===== src/rtl/refsched_pkg.sv =====
package refsched_pkg;

  // Strobes the control half hands to the datapath each cycle
  typedef struct packed {
    logic retire;   // one pending refresh served
    logic advance;  // step the per-bank rotation pointer
  } schedStrobes_t;

  // Derate code to right-shift of the nominal interval
  function automatic logic [1:0] rateShift(input logic [1:0] code);
    case (code)
      2'd0:    return 2'd0;
      2'd1:    return 2'd1;
      default: return 2'd2;
    endcase
  endfunction

endpackage


===== src/rtl/refsched_datapath.sv =====
module refsched_datapath
  import refsched_pkg::*;
#(
  parameter int NUM_BANKS     = 8,
  parameter int BASE_INTERVAL = 3120,
  parameter int POLL_PERIOD   = 1024,
  parameter int MAX_POSTPONE  = 8,
  localparam int BANK_W = $clog2(NUM_BANKS),
  localparam int PEND_W = $clog2(MAX_POSTPONE + 1)
) (
  input  logic              clk,
  input  logic              rstN,
  input  logic              perBankMode,
  input  logic              pollValid,
  input  logic [1:0]        pollCode,
  input  schedStrobes_t     strobes,
  output logic              pollReq,
  output logic              overTempAlarm,
  output logic              perBankActive,
  output logic [PEND_W-1:0] pendingCnt,
  output logic [BANK_W-1:0] bankPtr
);

  localparam int PB_INTERVAL = BASE_INTERVAL / NUM_BANKS;
  localparam int CNT_W       = $clog2(BASE_INTERVAL + 1);
  localparam int POLL_W      = $clog2(POLL_PERIOD);

  logic [POLL_W-1:0] pollCnt;
  logic [1:0]        polledCode;
  logic [CNT_W-1:0]  intervalCnt;
  logic [CNT_W-1:0]  baseLen;
  logic [CNT_W-1:0]  nextLen;
  logic              tick;

  // Status poll timer
  always_ff @(posedge clk) begin
    if (!rstN) begin
      pollCnt <= '0;
    end else if (pollCnt == POLL_W'(POLL_PERIOD - 1)) begin
      pollCnt <= '0;
    end else begin
      pollCnt <= pollCnt + POLL_W'(1);
    end
  end
  assign pollReq = (pollCnt == POLL_W'(POLL_PERIOD - 1));

  // Latest returned derate code
  always_ff @(posedge clk) begin
    if (!rstN) begin
      polledCode <= 2'd0;
    end else if (pollValid) begin
      polledCode <= pollCode;
    end
  end
  assign overTempAlarm = (polledCode == 2'd3);

  // Reload value from the mode and code seen at reload time
  always_comb begin
    baseLen = perBankMode ? CNT_W'(PB_INTERVAL) : CNT_W'(BASE_INTERVAL);
    nextLen = baseLen >> rateShift(polledCode);
  end

  assign tick = (intervalCnt == CNT_W'(1));

  always_ff @(posedge clk) begin
    if (!rstN) begin
      intervalCnt   <= CNT_W'(BASE_INTERVAL);
      perBankActive <= 1'b0;
    end else if (tick) begin
      intervalCnt   <= nextLen;
      perBankActive <= perBankMode;
    end else begin
      intervalCnt   <= intervalCnt - CNT_W'(1);
    end
  end

  // Postponed refresh count, saturating at the limit
  always_ff @(posedge clk) begin
    if (!rstN) begin
      pendingCnt <= '0;
    end else begin
      case ({tick, strobes.retire})
        2'b10: if (pendingCnt != PEND_W'(MAX_POSTPONE)) pendingCnt <= pendingCnt + PEND_W'(1);
        2'b01: pendingCnt <= pendingCnt - PEND_W'(1);
        default: pendingCnt <= pendingCnt;
      endcase
    end
  end

  // Round-robin bank pointer
  always_ff @(posedge clk) begin
    if (!rstN) begin
      bankPtr <= '0;
    end else if (strobes.advance) begin
      bankPtr <= (bankPtr == BANK_W'(NUM_BANKS - 1)) ? '0 : bankPtr + BANK_W'(1);
    end
  end

endmodule


===== src/rtl/refsched_control.sv =====
module refsched_control
  import refsched_pkg::*;
#(
  parameter int NUM_BANKS    = 8,
  parameter int MAX_POSTPONE = 8,
  localparam int BANK_W = $clog2(NUM_BANKS),
  localparam int PEND_W = $clog2(MAX_POSTPONE + 1)
) (
  input  logic [PEND_W-1:0]    pendingCnt,
  input  logic [BANK_W-1:0]    bankPtr,
  input  logic                 perBankActive,
  input  logic [NUM_BANKS-1:0] bankBusy,
  input  logic                 refGrant,
  output logic                 refReq,
  output logic                 refUrgent,
  output schedStrobes_t        strobes
);

  logic atLimit;
  logic targetBusy;

  always_comb begin
    atLimit    = (pendingCnt == PEND_W'(MAX_POSTPONE));
    targetBusy = perBankActive ? bankBusy[bankPtr] : (|bankBusy);
    refUrgent  = atLimit;
    refReq     = (pendingCnt != '0) && (!targetBusy || atLimit);
    strobes.retire  = refReq && refGrant;
    strobes.advance = refReq && refGrant && perBankActive;
  end

endmodule


===== src/rtl/temp_refresh_sched.sv =====
module temp_refresh_sched
  import refsched_pkg::*;
#(
  parameter int NUM_BANKS     = 8,
  parameter int BASE_INTERVAL = 3120,
  parameter int POLL_PERIOD   = 1024,
  parameter int MAX_POSTPONE  = 8,
  localparam int BANK_W = $clog2(NUM_BANKS),
  localparam int PEND_W = $clog2(MAX_POSTPONE + 1)
) (
  input  logic                 clk,
  input  logic                 rstN,
  input  logic                 perBankMode,
  output logic                 pollReq,
  input  logic                 pollValid,
  input  logic [1:0]           pollCode,
  output logic                 overTempAlarm,
  input  logic [NUM_BANKS-1:0] bankBusy,
  output logic                 refReq,
  input  logic                 refGrant,
  output logic                 refAllBank,
  output logic [BANK_W-1:0]    refBank,
  output logic                 refUrgent
);

  schedStrobes_t     strobes;
  logic              perBankActive;
  logic [PEND_W-1:0] pendingCnt;
  logic [BANK_W-1:0] bankPtr;

  refsched_datapath #(
    .NUM_BANKS(NUM_BANKS), .BASE_INTERVAL(BASE_INTERVAL),
    .POLL_PERIOD(POLL_PERIOD), .MAX_POSTPONE(MAX_POSTPONE)
  ) datapath_i (
    .clk(clk), .rstN(rstN), .perBankMode(perBankMode),
    .pollValid(pollValid), .pollCode(pollCode), .strobes(strobes),
    .pollReq(pollReq), .overTempAlarm(overTempAlarm),
    .perBankActive(perBankActive), .pendingCnt(pendingCnt), .bankPtr(bankPtr)
  );

  refsched_control #(
    .NUM_BANKS(NUM_BANKS), .MAX_POSTPONE(MAX_POSTPONE)
  ) control_i (
    .pendingCnt(pendingCnt), .bankPtr(bankPtr), .perBankActive(perBankActive),
    .bankBusy(bankBusy), .refGrant(refGrant),
    .refReq(refReq), .refUrgent(refUrgent), .strobes(strobes)
  );

  assign refAllBank = !perBankActive;
  assign refBank    = bankPtr;

endmodule


===== config.mk =====
export PLATFORM = sky130hd
export DESIGN_NAME = temp_refresh_sched
export DESIGN_NICKNAME = d
export VERILOG_FILES = /design/src/rtl/refsched_pkg.sv /design/src/rtl/refsched_datapath.sv /design/src/rtl/refsched_control.sv /design/src/rtl/temp_refresh_sched.sv
export SDC_FILE = /design/constraint.sdc
export NUM_CORES = 1
export LEC_CHECK = 0
export BUFFER_PORTS_ARGS = -buffer_cell sky130_fd_sc_hd__buf_4
export CAP_MARGIN = 0
export CORE_ASPECT_RATIO = 0.7
export CORE_MARGIN = 5
export CORE_UTILIZATION = 45
export DETAILED_ROUTE_END_ITERATION = 8
export PLACE_DENSITY_LB_ADDON = 0.25
export SLEW_MARGIN = 40
export SYNTH_ARGS = -nofsm -noshare
export SYNTH_HDL_FRONTEND = slang
export SYNTH_HIERARCHICAL = 1
export SYNTH_SLANG_ARGS = --single-unit
export TNS_END_PERCENT = 1

===== constraint.sdc =====
create_clock -name clk -period 8.31 [get_ports clk]
set_input_delay 0.4155 -clock clk [delete_from_list [all_inputs] [get_ports clk]]
set_output_delay 0.4155 -clock clk [all_outputs]
set_load 0.1 [all_outputs]

==> run_results.csv, run 1 <==
group,metric,value,unit
cts,cts.sinks,32,
setup_path,worstPathMaxFanout,7,
synth,ys_ff_latch,32,
synth,ys_seq_area_share,36.2,%
floorplanning,die_h,62.5,µm
placed_design,pre_cts_ws,5300,ps
synth,synth_edf_count,0,
setup_path,r2r_cells,10,
grt,antenna_found_initial,0,
timing,relSlewSlack,55.6,%
synth,synthXorXnorAreaFrac,8.40,%
setup_path,r2r-start,"datapath_i/bankPtr[1]",
synth,synth_top_family_by_area,"simple AND/OR/NAND/NOR gates",
setup_path,worst_setup_path_end_kind,"register",
timing,final_max_slew_viol_count,0,
synth,yosysUniqueCellTypes,43,
setup_path,cpMostUsedCell,"mux2i_1",
setup_path,cp_slowest_cell,"nor4b_2",
setup_path,cp.arrival,3240,ps
setup_path,cpLargestDelayFamily,"simple AND/OR/NAND/NOR gates",
drt,drc,0,
synth,yosysWarningCount,6,
synth,synth_top_cells_by_area,"dfxtp_1 (36%), mux2i_1 (7.3%), nor2_1 (5.9%), xnor2_1 (4.4%), ha_1 (4.2%)",
cts,tritoncts.num_buffers,5,
timing,fin_crit,3030,ps
synth,synth-async-reset-ratio,0,%
setup_path,cp.buffers_inverters,0,
synth,ys.flop_type,"dfxtp_1",
cts,post-cts-setup-buffers,0,
synth,yosysTopAreaCellShare,36.2,%
synth,synthesis.area,1770,µm²
floorplanning,fp.dieArea,5310,µm²
synth,yosysTopAreaCell,"dfxtp_1",
timing,fmax,330,MHz
drt,viasPerCell,5.15,
final_layout,n_fill_cell,368,
final_layout,drive_gt1_share,17.5,%
setup_path,crit_type,"register to register",
floorplanning,io_pins,23,
final_layout,num-nets-final,243,
synth,synthTopCellsByCount,"dfxtp_1 (32), nor2_1 (28), nand2_1 (14)",
floorplanning,fp.coreArea,3850,µm²
timing,period_share,36.4,%
floorplanning,rows,19,
grt,grt_pass1_wl,6000,µm
timing,fin_skew,3.21,ps
final_layout,area_growth,16.9,%
timing,finalWorstSetupSlack,5280,ps
setup_path,regToRegSetupSlack,5280,ps
drt,vias,1417,
placed_design,dp_hpwl,2600,µm
cts,h-tree-depth,2,
cts,insertion_delay,280,ps
final_layout,utilization,53.8,%
synth,syn_area_per_cell,8.99,µm²
timing,rsz0062_at_grt,"no",
synth,synth_compound_area_share,9.39,%
placed_design,dp_cells,267,
hold_path,min_path_cells,3,
floorplanning,dieWidth,85.0,µm
run,drv_cap,0,
setup_path,r2r_end,"datapath_i/pendingCnt[2]",
final_layout,fin_cells,275,
grt,grt_use_total,14.2,%
synth,synth_mux_area_share,9.25,%
drt,first_iter_violations,58,
grt,globalRouteOverflowTotal,0,
pwr,ir_drop,107,µV
pwr,leakage,0.871,nW
timing,tightest_slew,665,ps
run_status,status,"completed",
synth,synth-simple-area-share,29.9,%
drt,drt_pre_antenna_iters,4,
cts,cts_tree,"built",
timing,setup_violations,0,
setup_path,max_stage_delay,630,ps
setup_path,crit_chain,"mux4_2 > nand2b_1 > and4b_4 > nor4b_2 > nand2_1 > xnor2_1 > ha_1 > nor3b_1 > mux2i_1 > mux2i_1",
drt,postRouteAntennaNets,0,
timing,fin_tns_setup,0,ps
grt,grt_max_degree,22,
hold_path,whs_endpoint,"datapath_i/polledCode[1]",
cts,clkTransAtPathRegs,60,ps
synth,synthCells,197,
floorplanning,initial_core_util,46.0,%
final_layout,antenna_cells,0,
setup_path,crit_required,8520,ps
drt,wl_per_cell,13.1,µm
synth,yosysMostFrequentCell,"dfxtp_1",
hold_path,min-delay-start,"pollCode[1]",
setup_path,start_kind,"register",
cts,cts.path.max_buffers,2,
cts,clock-root-buffer,"clkbuf_8",
cts,ctsResizeCount,0,
placed_design,gp_congestion,0.860,
placed_design,port_buffers,22,
grt,grt_pass1_vias,1242,
drt,drt-total-wl,3600,µm
hold_path,holdCritPathClass,"input port to register",
cts,cts_hold_buf,0,
synth,synth_adder_area_share,4.24,%
synth,synth_fp_nets,218,
pwr,power_density,221,nW/µm²
timing,hold_viol,0,
-- stage by stage --
| step | cell area, µm² | hold WS [ps] | power, W |
|---|---|---|---|
| floorplan | 1770 | 426 | 0.000304 |
| global route | 2070 | 379 | 0.000485 |
| detailed placement | 1980 | 462 | 0.000337 |
| global placement | 1980 | 443 | 0.000334 |
| CTS | 2070 | 368 | 0.000463 |
| finish | 2070 | 374 | 0.000457 |
-- registers in the layout (all words and copies together), names as in the netlist --
signal	cells
datapath_i/pendingCnt	4
datapath_i/intervalCnt	12
datapath_i/bankPtr	3
datapath_i/perBankActive	1
datapath_i/polledCode	2
datapath_i/pollCnt	10
-- cell usage in the layout, fill, tap and decap left out, types with 2 or more instances in the layout --
master     n
o21a_1     2
buf_4     22
inv_1      6
xnor2_1    9
nand2_1   14
a21oi_1    9
and3_1     2
a211oi_1   4
or3_1      2
nor3b_1    2
clkbuf_8   6
nor2b_1    3
nand4_1    3
nand3_1    4
nand2b_1   6
and2_1     2
nor3_1    12
nor4_1     3
mux2i_1   13
nor4_4     2
nor2_1    28
xor2_1     8
o21ai_1    4
dfxtp_1   32
ha_1       6
-- worst register-to-register path, stage by stage (launching register included) --
cell      delay (ps)
dfxtp_1          450
mux4_2           520
nand2b_1         150
and4b_4          200
nor4b_2          630
nand2_1          140
xnor2_1          160
ha_1             190
nor3b_1          140
mux2i_1          190
mux2i_1          200
-- power breakdown --
part	leakage (nW)	internal [W]	total [W]	switching, W
Clock	0.0445	0.0000672	0.000123	0.0000557
Sequential	0.261	0.000166	0.000186	0.0000202
Combinational	0.566	0.0000528	0.000148	0.0000951
-- logic make-up (layout without fill, tap and decap cells) --
group	count (synthesis)	in the layout
buf+inv	10	36
xor+xnor	17	17
simple gates	91	91
flops	32	32
fa+ha+maj	6	6
compound gates	26	26
mux	15	15
-- metal layers --
metal  global-route usage (%)  share of wire, %  up-vias
li1                         -                 -      747
met1                     20.3                53      650
met2                     19.5                42       16
met3                     4.74               3.6        4
met4                     5.34               1.2        0
met5                        0                 0        -
-- how the worst max path moves through the flow --
stage | from | end | slack [ps] | cells after the start
after floorplan | datapath_i/bankPtr[1] | refReq | 3850 | 4
after global placement | bankBusy[7] | datapath_i/pendingCnt[2] | 5400 | 11
after detailed placement | bankBusy[7] | datapath_i/pendingCnt[2] | 5300 | 11
after CTS | datapath_i/bankPtr[1] | datapath_i/pendingCnt[2] | 5290 | 10
after global routing | datapath_i/bankPtr[1] | datapath_i/pendingCnt[2] | 5130 | 10
final | datapath_i/bankPtr[1] | datapath_i/pendingCnt[2] | 5280 | 10
-- layout make-up --
| type | instances | area, µm² | share of cell area (%) |
|---|---|---|---|
| Multi-Input combinational cell | 155 | 1080 | 52.4 |
| Sequential cell | 32 | 641 | 30.9 |
| Timing Repair Buffer | 22 | 165 | 7.97 |
| Clock buffer | 7 | 86.3 | 4.17 |
| Tap cell | 52 | 65.1 | 3.14 |
| Inverter | 6 | 22.5 | 1.09 |
| Clock inverter | 1 | 7.51 | 0.362 |
No activity file was read; power rests on OpenSTA's default activity.
==> run 2: changes to the inputs <==
clock period = 2.61 ns   (was 8.31 ns; I/O delays follow)
==> run 2 against run 1 <==
Net effect:
- combinational power grew to 3.6 times the previous value
- non-clock buffer count increased by 7
- first-iteration DRC count grew 78%
- worst setup slack got worse by 5100 ps
- maximum frequency up 25%
- routed wire length fell by 0.78%
- clock-buffer cell count unchanged
- register-to-register slack worse by 5100 ps
- clock skew is 1.5 ps higher
- critical path type unchanged
- critical endpoint unchanged
- largest cell class unchanged
==> run_results.csv, run 2 (same netlist as run 1, synthesis figures left out) <==
group,metric,value,unit
run_status,status,"completed",
setup_path,max_stage_delay,470,ps
pwr,power_density,709,nW/µm²
cts,post-cts-setup-buffers,0,
final_layout,utilization,55.9,%
final_layout,top_register,"datapath_i/intervalCnt",
final_layout,num-nets-final,250,
timing,period_share,92.7,%
final_layout,area_growth,21.5,%
placed_design,gp_congestion,0.784,
floorplanning,rows,19,
timing,rsz0062_at_grt,"no",
grt,grt_use_total,14.5,%
timing,setup_violations,0,
drt,viasPerCell,5.16,
drt,wl_per_cell,12.7,µm
setup_path,cp.arrival,2630,ps
drt,drt-total-wl,3580,µm
timing,fin_skew,4.73,ps
cts,clkTransAtPathRegs,60,ps
pwr,leakage,0.926,nW
timing,relSlewSlack,48.4,%
timing,fmax,413,MHz
floorplanning,io_pins,23,
hold_path,holdCritPathClass,"input port to register",
grt,grt_pass1_wl,6350,µm
grt,globalRouteOverflowTotal,0,
grt,grt_pass1_vias,1357,
setup_path,cpMostUsedCell,"mux2i_1",
grt,grt_max_degree,21,
final_layout,antenna_cells,0,
cts,tritoncts.num_buffers,5,
floorplanning,dieWidth,85.0,µm
run,drv_cap,0,
setup_path,start_kind,"register",
pwr,ir_drop,617,µV
timing,finalWorstSetupSlack,190,ps
final_layout,drive_gt1_share,21.8,%
final_layout,largest_reg_flops,12,
final_layout,final_common_cell,"dfxtp_1",
cts,insertion_delay,280,ps
timing,final_max_slew_viol_count,0,
final_layout,fin_cells,281,
floorplanning,initial_core_util,46.0,%
floorplanning,fp.coreArea,3850,µm²
setup_path,crit_type,"register to register",
cts,cts_tree,"built",
drt,postRouteAntennaNets,0,
cts,cts_hold_buf,0,
drt,vias,1449,
cts,clock-root-buffer,"clkbuf_8",
drt,drt_pre_antenna_iters,4,
timing,fin_crit,2420,ps
floorplanning,fp.dieArea,5310,µm²
timing,hold_viol,0,
drt,first_iter_violations,103,
cts,ctsResizeCount,0,
cts,cts.sinks,32,
placed_design,port_buffers,22,
final_layout,reg_top3,"datapath_i/intervalCnt x12, datapath_i/pollCnt x10, datapath_i/pendingCnt x4",
setup_path,worstPathMaxFanout,3,
setup_path,crit_chain,"mux4_2 > nand2b_1 > and4b_4 > nor4b_4 > nand2_1 > xnor2_1 > ha_1 > nor3b_2 > mux2i_1 > mux2i_1",
drt,drc,0,
placed_design,dp_cells,274,
floorplanning,die_h,62.5,µm
placed_design,pre_cts_ws,166,ps
final_layout,final_cell_mix,"dfxtp_1 (31), buf_4 (29), nor2_1 (28), nand2_1 (14), mux2i_1 (13)",
setup_path,cp_slowest_cell,"mux4_2",
placed_design,dp_hpwl,2670,µm
setup_path,worst_setup_path_end_kind,"register",
setup_path,crit_required,2820,ps
grt,antenna_found_initial,0,
timing,tightest_slew,767,ps
cts,h-tree-depth,2,
cts,cts.path.max_buffers,2,
pwr,power,0.00153,W
==> run 2: cell type report <==
cell class / instances / area [µm²]
Sequential cell: 32 / 642
Inverter: 6 / 22.5
Fill cell: 359 / 1700
Multi-Input combinational cell: 155 / 1110
Tap cell: 52 / 65.1
Clock buffer: 7 / 96.3
Timing Repair Buffer: 29 / 218
==> run 2: worst max-delay path, delay by kind of cell, from the launching register on <==
kind	cells	cell delay [ps]
xor gates and xnor gates	1	130
muxes	3	820
DFF	1	340
and+or+nand+nor	5	890
adders and majority gates	1	180
==> run 2: path summary, 6_finish.rpt <==
| kind | slack (ps) | start | cells after the start | end |
|---|---|---|---|---|
| setup reg to reg | 190 | datapath_i/bankPtr[1] | 10 | datapath_i/pendingCnt[2] |
| hold reg to reg | 460 | datapath_i/pollCnt[0] | 1 | datapath_i/pollCnt[0] |
| setup / recovery | 190 | datapath_i/bankPtr[1] | 10 | datapath_i/pendingCnt[2] |
| hold / removal | 100 | pollCode[1] | 3 | datapath_i/polledCode[1] |
==> run 2: through the flow <==
stage | cell area (µm²) | hold slack [ps] | TNS [ps]
finish | 2150 | 95.1 | 0
detailed placement | 2040 | 377 | 0
global placement | 2040 | 369 | 0
CTS | 2140 | 90.9 | 0
floorplan | 1780 | 274 | -2430
global route | 2150 | 118 | 0
==> run 2: report_power, final <==
part / internal (W) / switching [W] / leakage (nW)
logic: 0.000198 / 0.000334 / 0.614
clock network: 0.000235 / 0.000173 / 0.0503
registers: 0.000529 / 0.0000564 / 0.261
total: 0.000962 / 0.000564 / 0.926
==> run 2: metal layers <==
layer  vias up  routed length [µm]  global-route usage [%]
met5         -                   0                       0
met4         0                  29                    4.15
met3         4                 154                    4.61
met2        24                1400                    19.0
met1       660                1990                    22.1
li1        761                   -                       -
==> run 3: changes to the inputs <==
ABC_AREA = 1   (was unset)
==> run 3 against run 2 <==
Net effect:
- register-to-register slack gained 360 ps
- clock skew up 4.9 ps
- critical endpoint unchanged
- critical path depth is 7 higher
- design area up 0.52%
- flip-flop and latch count is the same
- clock power shrank 5.4%
- non-clock buffer count decreased by 7
- highest routed layer unchanged
- total power decreased by 33%
- clock-buffer cell count unchanged
- utilization is 0.73 points lower
- routed wire length grew 0.50%
- synthesized cell count grew 35%
==> run_results.csv, run 3 <==
group,metric,value,unit
placed_design,dp_cells,339,
synth,synthTopCellsByCount,"inv_1 (47), nand2_1 (44), dfxtp_1 (32)",
setup_path,crit_required,2820,ps
synth,synth_adder_area_share,4.09,%
synth,synthXorXnorAreaFrac,4.29,%
floorplanning,initial_core_util,46.8,%
drt,postRouteAntennaNets,0,
cts,post-cts-setup-buffers,0,
floorplanning,fp.dieArea,5480,µm²
floorplanning,die_h,63.5,µm
timing,fin_crit,2060,ps
drt,first_iter_violations,91,
timing,hold_viol,0,
drt,viasPerCell,4.65,
final_layout,area_growth,17.8,%
final_layout,antenna_cells,0,
floorplanning,rows,19,
cts,h-tree-depth,2,
setup_path,endpoint,"datapath_i/pendingCnt[2]",
grt,use_met1,22.3,%
floorplanning,fp.coreArea,3920,µm²
cts,ctsResizeCount,0,
grt,grt_max_degree,13,
grt,grt_use_total,14.3,%
synth,synthesis.area,1840,µm²
setup_path,regToRegSetupSlack,550,ps
timing,tightest_slew,452,ps
synth,synth_top_family_by_area,"simple AND/OR/NAND/NOR gates",
timing,rsz0062_at_grt,"no",
floorplanning,io_pins,23,
placed_design,dp_hpwl,2850,µm
cts,cts_hold_buf,0,
cts,insertion_delay,280,ps
synth,ys_ff_latch,32,
setup_path,cpLargestDelayFamily,"simple AND/OR/NAND/NOR gates",
synth,ys_seq_area_share,34.9,%
placed_design,port_buffers,22,
synth,ys.flop_type,"dfxtp_1",
synth,yosysWarningCount,6,
grt,globalRouteOverflowTotal,0,
final_layout,final_common_cell,"inv_1",
drt,drt_pre_antenna_iters,4,
setup_path,r2r-start,"datapath_i/bankPtr[0]",
timing,relSlewSlack,69.7,%
setup_path,worstPathMaxFanout,9,
cts,cts_tree,"built",
final_layout,fin_cells,347,
drt,wl_per_cell,10.4,µm
synth,synth_mux_area_share,0,%
final_layout,largest_reg_flops,12,
cts,clock-root-buffer,"clkbuf_8",
drt,drt-total-wl,3590,µm
setup_path,start_kind,"register",
synth,yosysTopAreaCell,"dfxtp_1",
final_layout,reg_top3,"datapath_i/intervalCnt x12, datapath_i/pollCnt x10, datapath_i/pendingCnt x4",
setup_path,worst_setup_path_end_kind,"register",
synth,synth_compound_area_share,13.1,%
grt,grt_pass1_wl,6170,µm
final_layout,final_cell_mix,"inv_1 (47), nand2_1 (44), dfxtp_1 (29), nor2_1 (27)",
setup_path,cp_slowest_cell,"dfxtp_4",
pwr,ir_drop,326,µV
cts,clkTransAtPathRegs,70,ps
timing,fin_skew,9.67,ps
pwr,leakage,1.01,nW
grt,grt_pass1_vias,1349,
grt,antenna_found_initial,0,
cts,cts.sinks,32,
synth,yosysUniqueCellTypes,30,
setup_path,crit_chain,"inv_2 > or2_0 > nand2_1 > nand3_1 > nand3_1 > nand2_1 > nand2_2 > nand2_2 > inv_1 > nand3_2 > nand2_2 > inv_2 > ha_1 > inv_1 > nand2_1 > xor2_1 > a21oi_1",
pwr,power_density,473,nW/µm²
setup_path,cp.buffers_inverters,4,
grt,use_met2,17.4,%
timing,period_share,79.1,%
run,drv_cap,0,
drt,drc,0,
placed_design,gp_congestion,0.804,
setup_path,cp.arrival,2280,ps
timing,final_max_slew_viol_count,0,
grt,gr-usage-met3,5.86,%
grt,top_usage_layer,"met1",
drt,vias,1612,
pwr,power,0.00102,W
synth,syn_area_per_cell,6.91,µm²
synth,synth-async-reset-ratio,0,%
final_layout,num-nets-final,315,
hold_path,holdCritPathClass,"input port to register",
cts,tritoncts.num_buffers,5,
synth,synth_edf_count,0,
setup_path,r2r_cells,17,
synth,synth_top_cells_by_area,"dfxtp_1 (35%), inv_1 (9.6%), nand2_1 (9.0%), a21oi_1 (6.0%), nor2_1 (5.5%)",
run_status,status,"completed",
setup_path,cp-startpoint,"datapath_i/bankPtr[0]",
setup_path,crit_type,"register to register",
timing,setup_violations,0,
synth,yosysMostFrequentCell,"inv_1",
timing,fin_tns_setup,0,ps
setup_path,max_stage_delay,400,ps
floorplanning,dieWidth,86.4,µm
synth,synthCells,266,
cts,cts.path.max_buffers,2,
synth,yosysTopAreaCellShare,34.9,%
setup_path,r2r_end,"datapath_i/pendingCnt[2]",
final_layout,drive_gt1_share,18.6,%
synth,synth-simple-area-share,33.2,%
final_layout,top_register,"datapath_i/intervalCnt",
synth,synth_fp_nets,287,
timing,fmax,484,MHz
setup_path,path_depth,17,
-- run 3: how the worst min path moves through the flow --
stage | slack, ps | startpoint | cells past startpoint | endpoint
after global placement | 410 | pollValid | 3 | datapath_i/polledCode[0]
final | 130 | pollValid | 3 | datapath_i/polledCode[0]
after detailed placement | 410 | pollValid | 3 | datapath_i/polledCode[0]
after CTS | 110 | pollValid | 3 | datapath_i/polledCode[0]
after global routing | 140 | pollCode[1] | 3 | datapath_i/polledCode[1]
after floorplan | 310 | pollValid | 2 | datapath_i/polledCode[0]
-- run 3: layer usage --
metal | vias to the layer above | part of all wire (%)
met5 | - | 0
met4 | 0 | 0.36
met3 | 2 | 3.5
met2 | 19 | 39
met1 | 684 | 57
li1 | 907 | -
-- run 3: worst min-delay path: cells and delay by family --
family,cells,cell delay (ps)
AOI/OAI and AO/OA,1,110
buffers and inverters,2,130
-- run 3: cell families after synthesis --
logic type | count (synthesis)
AO/OA/AOI/OAI | 45
XOR/XNOR | 9
adder cells (fa/ha/maj) | 6
buffers and inverters | 51
flip-flops | 32
AND/OR/NAND/NOR | 123
-- run 3: cell type report --
type	instances	area, µm²
Fill cell	384	1760
Multi-Input combinational cell	183	1000
Sequential cell	32	647
Inverter	50	188
Timing Repair Buffer	22	165
Clock buffer	7	86.3
Tap cell	52	65.1
Clock inverter	1	7.51
-- run 3: power by group --
group	switching [W]	internal, W	total, W	leakage (nW)
Combinational	0.0000642	0.0000475	0.000112	0.704
Clock	0.000172	0.000214	0.000386	0.0445
Sequential	0.0000191	0.000507	0.000527	0.262
-- run 3: through the flow --
stage	hold slack, ps	utilization [%]	instance area (µm²)	setup WS (ps)
global placement	409	52.8	2070	637
CTS	114	55.2	2160	546
global route	143	55.2	2160	299
detailed placement	413	52.8	2070	566
floorplan	307	-	1840	56.0
finish	129	55.2	2160	546
